<file path="config.mk">
export PLATFORM = sky130hd
export DESIGN_NAME = spi_frame_rx
export DESIGN_NICKNAME = d
export VERILOG_FILES = /design/src/rtl/spi_frx_pkg.sv /design/src/rtl/spi_frx_sync.sv /design/src/rtl/spi_frx_crc.sv /design/src/rtl/spi_frame_rx.sv
export SDC_FILE = /design/constraint.sdc
export NUM_CORES = 1
export LEC_CHECK = 0
export ABC_AREA = 1
export ABC_CLOCK_PERIOD_IN_PS = 3600
export BUFFER_PORTS_ARGS = -buffer_cell sky130_fd_sc_hd__buf_2
export CELL_PAD_IN_SITES_DETAIL_PLACEMENT = 0
export CELL_PAD_IN_SITES_GLOBAL_PLACEMENT = 2
export CORE_ASPECT_RATIO = 0.75
export CORE_MARGIN = 2
export CORE_UTILIZATION = 39
export CTS_CLUSTER_SIZE = 40
export DETAILED_ROUTE_END_ITERATION = 8
export GPL_TIMING_DRIVEN = 0
export PLACE_DENSITY = 0.8
export SLEW_MARGIN = 20
export SYNTH_ARGS = -nofsm -noshare
export SYNTH_HDL_FRONTEND = slang
export SYNTH_SLANG_ARGS = --single-unit
export TNS_END_PERCENT = 30
</file>
<file path="constraint.sdc">
create_clock -name clk -period 3.6 [get_ports clk]
set_input_delay 1.08 -clock clk [delete_from_list [all_inputs] [get_ports clk]]
set_output_delay 1.08 -clock clk [all_outputs]
set_load 0.005 [all_outputs]
</file>
<file path="src/rtl/spi_frx_pkg.sv">
package spi_frx_pkg;

    typedef enum logic [1:0] {
        ST_IDLE  = 2'd0,
        ST_RECV  = 2'd1,
        ST_CLOSE = 2'd2
    } frx_state_t;

    localparam int CRC_W = 8;

endpackage

</file>
<file path="src/rtl/spi_frx_sync.sv">
module spi_frx_sync #(
    parameter int              WIDTH     = 3,
    parameter int              STAGES    = 2,
    parameter logic [WIDTH-1:0] RESET_VAL = '0
) (
    input  logic             clk,
    input  logic             rst_n,
    input  logic [WIDTH-1:0] d,
    output logic [WIDTH-1:0] q
);

    logic [WIDTH-1:0] pipe [STAGES];

    always_ff @(posedge clk or negedge rst_n) begin
        if (!rst_n) pipe[0] <= RESET_VAL;
        else        pipe[0] <= d;
    end

    for (genvar g = 1; g < STAGES; g++) begin : g_stage
        always_ff @(posedge clk or negedge rst_n) begin
            if (!rst_n) pipe[g] <= RESET_VAL;
            else        pipe[g] <= pipe[g-1];
        end
    end

    assign q = pipe[STAGES-1];

endmodule

</file>
<file path="src/rtl/spi_frx_crc.sv">
module spi_frx_crc #(
    parameter int                 DATA_W = 8,
    parameter int                 CRC_W  = 8,
    parameter logic [CRC_W-1:0]   POLY   = 8'h07
) (
    input  logic [CRC_W-1:0]  crc_in,
    input  logic [DATA_W-1:0] data_in,
    output logic [CRC_W-1:0]  crc_out
);

    function automatic logic [CRC_W-1:0] step_word(
        input logic [CRC_W-1:0]  c_in,
        input logic [DATA_W-1:0] w
    );
        logic [CRC_W-1:0] c;
        logic             fb;
        c = c_in;
        for (int i = DATA_W - 1; i >= 0; i--) begin
            fb = c[CRC_W-1] ^ w[i];
            c  = {c[CRC_W-2:0], 1'b0} ^ (fb ? POLY : '0);
        end
        return c;
    endfunction

    assign crc_out = step_word(crc_in, data_in);

endmodule

</file>
<file path="src/rtl/spi_frame_rx.sv">
module spi_frame_rx
    import spi_frx_pkg::*;
#(
    parameter int               DATA_W      = 8,
    parameter int               SYNC_STAGES = 2,
    parameter logic [CRC_W-1:0] CRC_POLY    = 8'h07,
    parameter logic [CRC_W-1:0] CRC_INIT    = 8'h00
) (
    input  logic              clk,
    input  logic              rst_n,
    input  logic              spi_sclk,
    input  logic              spi_ss_n,
    input  logic              spi_mosi,
    output logic [DATA_W-1:0] rx_byte,
    output logic              rx_valid,
    output logic              rx_sof,
    output logic              frame_end,
    output logic              frame_crc_ok,
    output logic              frame_malformed
);

    localparam int               CNT_W    = (DATA_W > 1) ? $clog2(DATA_W) : 1;
    localparam logic [CNT_W-1:0] LAST_BIT = CNT_W'(DATA_W - 1);

    // synchronised pins: {sclk, ss_n, mosi}; ss_n idles high
    logic [2:0] pins_s;
    logic       sclk_s, ss_n_s, mosi_s, sclk_prev;
    logic       sclk_rise, ss_act;

    spi_frx_sync #(
        .WIDTH    (3),
        .STAGES   (SYNC_STAGES),
        .RESET_VAL(3'b010)
    ) u_sync (
        .clk  (clk),
        .rst_n(rst_n),
        .d    ({spi_sclk, spi_ss_n, spi_mosi}),
        .q    (pins_s)
    );

    assign {sclk_s, ss_n_s, mosi_s} = pins_s;

    always_ff @(posedge clk or negedge rst_n) begin
        if (!rst_n) sclk_prev <= 1'b0;
        else        sclk_prev <= sclk_s;
    end

    assign sclk_rise = sclk_s & ~sclk_prev;
    assign ss_act    = ~ss_n_s;

    // receive datapath state
    frx_state_t        state_q, state_d;
    logic [DATA_W-1:0] shreg_q;
    logic [CNT_W-1:0]  bit_cnt_q;
    logic [CRC_W-1:0]  crc_q, crc_next;
    logic              first_q, got_word_q;
    logic [DATA_W-1:0] word_next;

    assign word_next = {shreg_q[DATA_W-2:0], mosi_s};

    spi_frx_crc #(
        .DATA_W(DATA_W),
        .CRC_W (CRC_W),
        .POLY  (CRC_POLY)
    ) u_crc (
        .crc_in (crc_q),
        .data_in(word_next),
        .crc_out(crc_next)
    );

    // state register
    always_ff @(posedge clk or negedge rst_n) begin
        if (!rst_n) state_q <= ST_IDLE;
        else        state_q <= state_d;
    end

    // transitions: T_OPEN, T_SHUT, T_RETIRE
    always_comb begin
        state_d = state_q;
        unique case (state_q)
            ST_IDLE:  if (ss_act)  state_d = ST_RECV;   // T_OPEN
            ST_RECV:  if (!ss_act) state_d = ST_CLOSE;  // T_SHUT
            ST_CLOSE:              state_d = ST_IDLE;   // T_RETIRE
            default:               state_d = ST_IDLE;
        endcase
    end

    // outputs and datapath
    always_ff @(posedge clk or negedge rst_n) begin
        if (!rst_n) begin
            shreg_q         <= '0;
            bit_cnt_q       <= '0;
            crc_q           <= CRC_INIT;
            first_q         <= 1'b1;
            got_word_q      <= 1'b0;
            rx_byte         <= '0;
            rx_valid        <= 1'b0;
            rx_sof          <= 1'b0;
            frame_end       <= 1'b0;
            frame_crc_ok    <= 1'b0;
            frame_malformed <= 1'b0;
        end else begin
            rx_valid  <= 1'b0;
            frame_end <= 1'b0;
            unique case (state_q)
                ST_IDLE, ST_CLOSE: begin
                    shreg_q    <= '0;
                    bit_cnt_q  <= '0;
                    crc_q      <= CRC_INIT;
                    first_q    <= 1'b1;
                    got_word_q <= 1'b0;
                end
                ST_RECV: begin
                    if (!ss_act) begin
                        frame_end       <= 1'b1;
                        frame_malformed <= (bit_cnt_q != '0);
                        frame_crc_ok    <= (bit_cnt_q == '0) && got_word_q
                                           && (crc_q == '0);
                    end else if (sclk_rise) begin
                        shreg_q <= word_next;
                        if (bit_cnt_q == LAST_BIT) begin
                            bit_cnt_q  <= '0;
                            rx_byte    <= word_next;
                            rx_valid   <= 1'b1;
                            rx_sof     <= first_q;
                            first_q    <= 1'b0;
                            got_word_q <= 1'b1;
                            crc_q      <= crc_next;
                        end else begin
                            bit_cnt_q <= bit_cnt_q + 1'b1;
                        end
                    end
                end
                default: ;
            endcase
        end
    end

    // checks next to the logic they guard
    AST_VALID_SINGLE: assert property (@(posedge clk) disable iff (!rst_n)
        rx_valid |=> !rx_valid);
    AST_VALID_IN_FRAME: assert property (@(posedge clk) disable iff (!rst_n)
        rx_valid |-> $past(state_q == ST_RECV && ss_act));
    AST_END_SINGLE: assert property (@(posedge clk) disable iff (!rst_n)
        frame_end |=> !frame_end);
    AST_END_AFTER_SHUT: assert property (@(posedge clk) disable iff (!rst_n)
        frame_end |-> state_q == ST_CLOSE);
    AST_STATUS_EXCL: assert property (@(posedge clk) disable iff (!rst_n)
        frame_end |-> !(frame_crc_ok && frame_malformed));
    AST_IDLE_CLEAN: assert property (@(posedge clk) disable iff (!rst_n)
        (state_q == ST_IDLE) |-> (bit_cnt_q == '0 && crc_q == CRC_INIT
                                  && first_q));

endmodule

</file>
## Word level (Yosys, flattened, before mapping)

Index checks and enable logic that the tools add are counted.

| cells by class | value |
|---|---|
| equality and inequality tests | 8 |
| muxes and demuxes | 36 |
| add/sub/neg operators | 1 |
| bitwise operators | 19 |
| reduce and logical (&&, ||, !) cells | 13 |

Operators by type and width:

| cell | number |
|---|---|
| 8-bit bitwise XOR | 8 |
| 3-bit two-way mux | 11 |
| 8-bit two-way mux | 3 |
| 8-bit one-hot mux with 2 select lines | 1 |
| 7-bit two-way mux | 2 |
| 7-bit one-hot mux with 2 select lines | 1 |
| 1-bit two-way mux | 12 |
| 8-bit logical NOT | 1 |
| 2-bit inequality test, second input constant | 4 |
| 4-bit AND reduction | 2 |
| 1-bit bitwise XOR | 8 |
| 3-bit one-hot mux with 2 select lines | 1 |
| 2-bit two-way mux | 2 |
| 1-bit one-hot mux with 2 select lines | 2 |
| 2-bit one-hot mux with 2 select lines | 1 |
| 2-bit AND reduction | 2 |
| 3-bit by 1-bit adder with 3-bit output, second input constant | 1 |
| 3-bit == test, second input constant | 1 |
| 3-bit logical NOT | 1 |
| 3-bit AND reduction | 1 |
| 3-bit nonzero test | 1 |
| 2-bit by 1-bit == test with 1-bit output, second input constant | 1 |
| 2-bit == test, second input constant | 1 |
| 1-bit logical AND | 2 |
| other kinds (6) | 7 |

| word-level totals | value |
|---|---|
| flip-flop bits (word level) | 42 |
| input bits | 5 |
| output and inout bits | 13 |
| logic and storage cells | 92 |

## Depth between registers and ports, before layout

| logic depth | value |
|---|---|
| depth after elaboration | 28 |
| gate-level depth with buffers | 11 |
| gate-level depth less buffers | 11 |

## Cells and area by module

Synthesis repeated with hierarchy kept, for this count alone.

| second synthesis, totals | value |
|---|---|
| cell total of the unflattened synthesis | 250 |
| area total of the unflattened synthesis | 2059.5 um2 |

Modules (own cells, without submodules):

| module | area an instance (um2) | instances | cells an instance | seq. area each (um2) |
|---|---|---|---|---|
| spi_frame_rx | 1554.0 | 1 | 172 | 902.1 |
| spi_frx_crc | 330.3 | 1 | 69 | 0.0 |
| spi_frx_sync | 175.2 | 1 | 9 | 152.6 |

## Worst setup path before layout

OpenSTA, ideal clock, no wires.

| timing | value |
|---|---|
| kind | flip-flop to output port |
| start point | register frame_crc_ok |
| end point | output port frame_crc_ok |
| stages on the path, launching flop included | 1 |
| data required time | 2.520 ns |
| arrival | 0.361 ns |
| buffers on the path | 0 |
| slack | 2.159 ns |
| cells stage by stage | dfrtp_1 |

RTL lines:

| what | RTL line | text |
|---|---|---|
| from (decl) | spi_frame_rx.sv:18 | `output logic frame_crc_ok,` |
| from (signal assigned) | spi_frame_rx.sv:117 | `frame_crc_ok <= (bit_cnt_q == '0) && got_word_q` |

No word-level cell between the ends.

## Final worst setup path

| timing | value |
|---|---|
| start point | register frame_malformed |
| end point | output port frame_malformed |

RTL lines:

| what | RTL line | text |
|---|---|---|
| from (decl) | spi_frame_rx.sv:19 | `output logic frame_malformed` |
| from (signal assigned) | spi_frame_rx.sv:116 | `frame_malformed <= (bit_cnt_q != '0);` |

No word-level cell between the ends.

==> impl_results.md <==
* Root Driver: clkbuf_8
* Worst hold path depth at 0
* Worst EP required at 2.52 ns
* Sequential cell area fraction in the yosys report at 55.5%
* Clk_skew at 0.00362 ns
* Clock power share at 24.3%
* Slowest CP cell: dfrtp_1
* Count of cell types in the netlist at 22
* Max Fclk at 533 MHz
* Max_slew headroom at 40.0%
* Routability cong. at 0.742
* DIE AREA at 5450 um2
* CP cell instances: buf_2
* Lkg Pwr at 1.13 nW
* Max-slew violations at 0
* Mapped Cells at 207
* Startpoint Class: flip-flop
* Startpoint of the worst hold path: u_sync.pipe[4]
* Post-DP HPWL at 2700 um
* Vias in the first global route at 1,357
* Total congestion overflow at 0
* Clk buf depth at 2
* Synth Register Bits at 42
* Worst path arrival time at 0.80 ns
* Row count at 21
* Status: finished clean
* Max FO, Critical Path at 2
* ANT nets after route at 0
* CTS Hold Buffers Added at 0
* Share of cells above drive strength 1 at 19.8%
* Internal Power at 825 uW
* Combinational Power Share at 30.9%
* Final hold vios at 0
* PD cells at 597 nW/um2
* Psw at 459 uW
* Sw Share at 35.8%
* Reg power frac at 44.8%
* Worst Path Class, Setup: flip-flop to primary output
* First-pass GRT wire length at 6440 um
* Final Cycle Share at 52.2%
* Largest family of logic cells by synthesized area: simple AND/OR/NAND/NOR gates
* Area share of xor/xnor cells in the synthesized design at 4.15%
* Via count at 1,378
* Fin cells at 289
* R2R Setup Slk at 2.05 ns
* Detailed router's first-iteration violation count at 39
* Worst VDD drop at 266 uV
* Final Critical Period at 1.88 ns
* CP delay by family, top: flip-flops
* Dpl cells at 281
* Crit path buffers/inverters at 1
* Initial antenna violation count at 0
* H-tree depth at 2
* Syn avg cell area at 9.18 um2
* Multiplexer area fraction after synthesis at 0%
* NumNets Final at 240
* Post-Synth Simple-Gate Area at 21.3%
* Die width at 84.6 um
* Die height at 64.5 um
* Post-cts resize count at 0
* Post-DR wirelength/cell at 12.4 um
* CTS tree: built
* Reg2Reg Depth at 8
* Synth Area in Compound Gates at 9.22%
* Commonest non-fill, non-tap cell in the layout: nand2_1
* Pin count of the biggest net entering global routing at 43
* First-pass detailed-route iteration total at 4
* RSZ-0062 raised after global routing: no
* Most frequent cells in the layout: 67 x nand2_1, 39 x dfrtp_1, 29 x inv_1, 18 x buf_2, 11 x nand3_1
* Total negative setup slack at 0 ns
* PortBufs at 17
* Diode count at 0
* I/O Pins at 18
* Clock latency at the later pin of the worst-skew pair at 0.29 ns
* WL final at 3580 um
* Number of buffers created by CTS at 5
* Adder-Cell Fraction of Synth Area at 2.63%
* DRC Markers at 0
* Synthesized Nets at 216
* Total clock sinks at 42
* Reg clk slew, reported paths at 0.08 ns
* Final Setup Violations at 0
* Worst r2r dst: crc_q[1]
* Fill count at 448
* Worst Hold Class: flip-flop to flip-flop
* Mapped Area at 1900 um2
* Setup bufs post-CTS at 0
* Warnings, synthesis at 0
* Layout area overhead at 13.2%
* Vias per cell at 4.77
* Global-route usage over all layers at 15.1%
* Hold EP: u_sync.q[1]
* Reg-to-Reg Start: bit_cnt_q[0]
* Crit path largest cell delay at 0.39 ns
* CP Capture Type: primary output
* Placeable Area at 4570 um2
* Initial core utilization at 41.6%
* Tightest Pin Transition at 0.900 ns
* Max-cap viol count at 0
==> flip-flops by register name, indices dropped and copies added, names as in the netlist <==
register and flops:
frame_malformed 1, frame_end 1, rx_valid 1, sclk_prev 1
u_sync.pipe 3, rx_sof 1, u_sync.q 3, frame_crc_ok 1
rx_byte 8, bit_cnt_q 3, shreg_q 7, crc_q 8
first_q 1, got_word_q 1, state_q 2
==> how the worst max path moves through the flow <==
stage	startpoint	to	slack [ns]	cells past startpoint
floorplan	frame_crc_ok	frame_crc_ok	2.16	0
global placement	rst_n	crc_q[5]	1.75	1
detailed placement	rst_n	crc_q[4]	1.71	1
CTS	rx_byte[2]	rx_byte[2]	1.71	1
global route	rx_sof	rx_sof	1.67	1
finish	frame_malformed	frame_malformed	1.72	1
==> cells in the mapped netlist, drive strengths merged <==
cell / n / area, um2
inv: 32 / 120
dfrtp: 39 / 976
xor2: 4 / 35.0
nand3: 11 / 55.1
nand2: 70 / 275
xnor2: 5 / 43.8
nor2: 7 / 56.3
o21ai: 18 / 109
buf: 2 / 16.3
nand4: 1 / 6.26
a21oi: 1 / 16.3
dfstp: 3 / 78.8
nor4: 2 / 12.5
ha: 4 / 50.1
o22ai: 8 / 50.1
==> stage by stage <==
stage | total power [mW] | setup WS [ns] | util [%] | hold WS (ns) | instance area, um2
final | 1.28 | 1.72 | 47.1 | 0.360 | 2150
after detailed placement | 0.982 | 1.71 | 45.0 | 0.343 | 2060
after CTS | 1.30 | 1.71 | 47.1 | 0.361 | 2150
after global placement | 0.972 | 1.75 | 45.0 | 0.333 | 2060
after floorplan | 0.881 | 2.16 | - | 0.331 | 1900
after global routing | 1.40 | 1.67 | 47.1 | 0.365 | 2150
==> layout make-up <==
class | count | area, um2 | area share, %
buffer | 2 | 16.3 | 0.756
clock buffer | 6 | 82.6 | 3.84
clock inverter | 2 | 12.5 | 0.581
inverter | 32 | 120 | 5.58
multi-input combinational | 131 | 709 | 33.0
sequential | 42 | 1050 | 49.0
timing repair buffer | 17 | 85.1 | 3.95
tap | 57 | 71.3 | 3.31
==> worst reg2reg max path, cell delays in order, from the launching register on <==
cell	delay, ns
dfrtp_1	0.35
ha_1	0.18
ha_1	0.20
nor2_4	0.06
a21oi_4	0.22
nand2_2	0.14
inv_2	0.14
nand3_1	0.10
o21ai_1	0.08
==> power by group through the flow <==
stage | Clock, mW | Sequential (mW) | Combinational, mW
3_3_place_gp | 0 | 0.584 | 0.388
3_5_place_dp | 0 | 0.584 | 0.398
2_1_floorplan | 0 | 0.574 | 0.307
6_report | 0.312 | 0.575 | 0.396
4_1_cts | 0.325 | 0.576 | 0.399
5_1_grt | 0.349 | 0.586 | 0.466
==> per-layer routing <==
metal / GRT usage [%] / up-vias / share of wire [%]
li1: - / 696 / -
met1: 21.8 / 651 / 51
met2: 22.4 / 23 / 44
met3: 3.95 / 8 / 4.0
met4: 4.76 / 0 / 1.3
met5: 0 / - / 0
==> kinds of logic (layout without fill, tap and decap cells) <==
family          after synthesis  count (layout)
xor+xnor                      9               9
buf+inv                      34              59
flops                        42              42
compound gates               27              27
simple gates                 91              91
fa+ha+maj                     4               4
No activity file was read; power rests on OpenSTA's default activity.
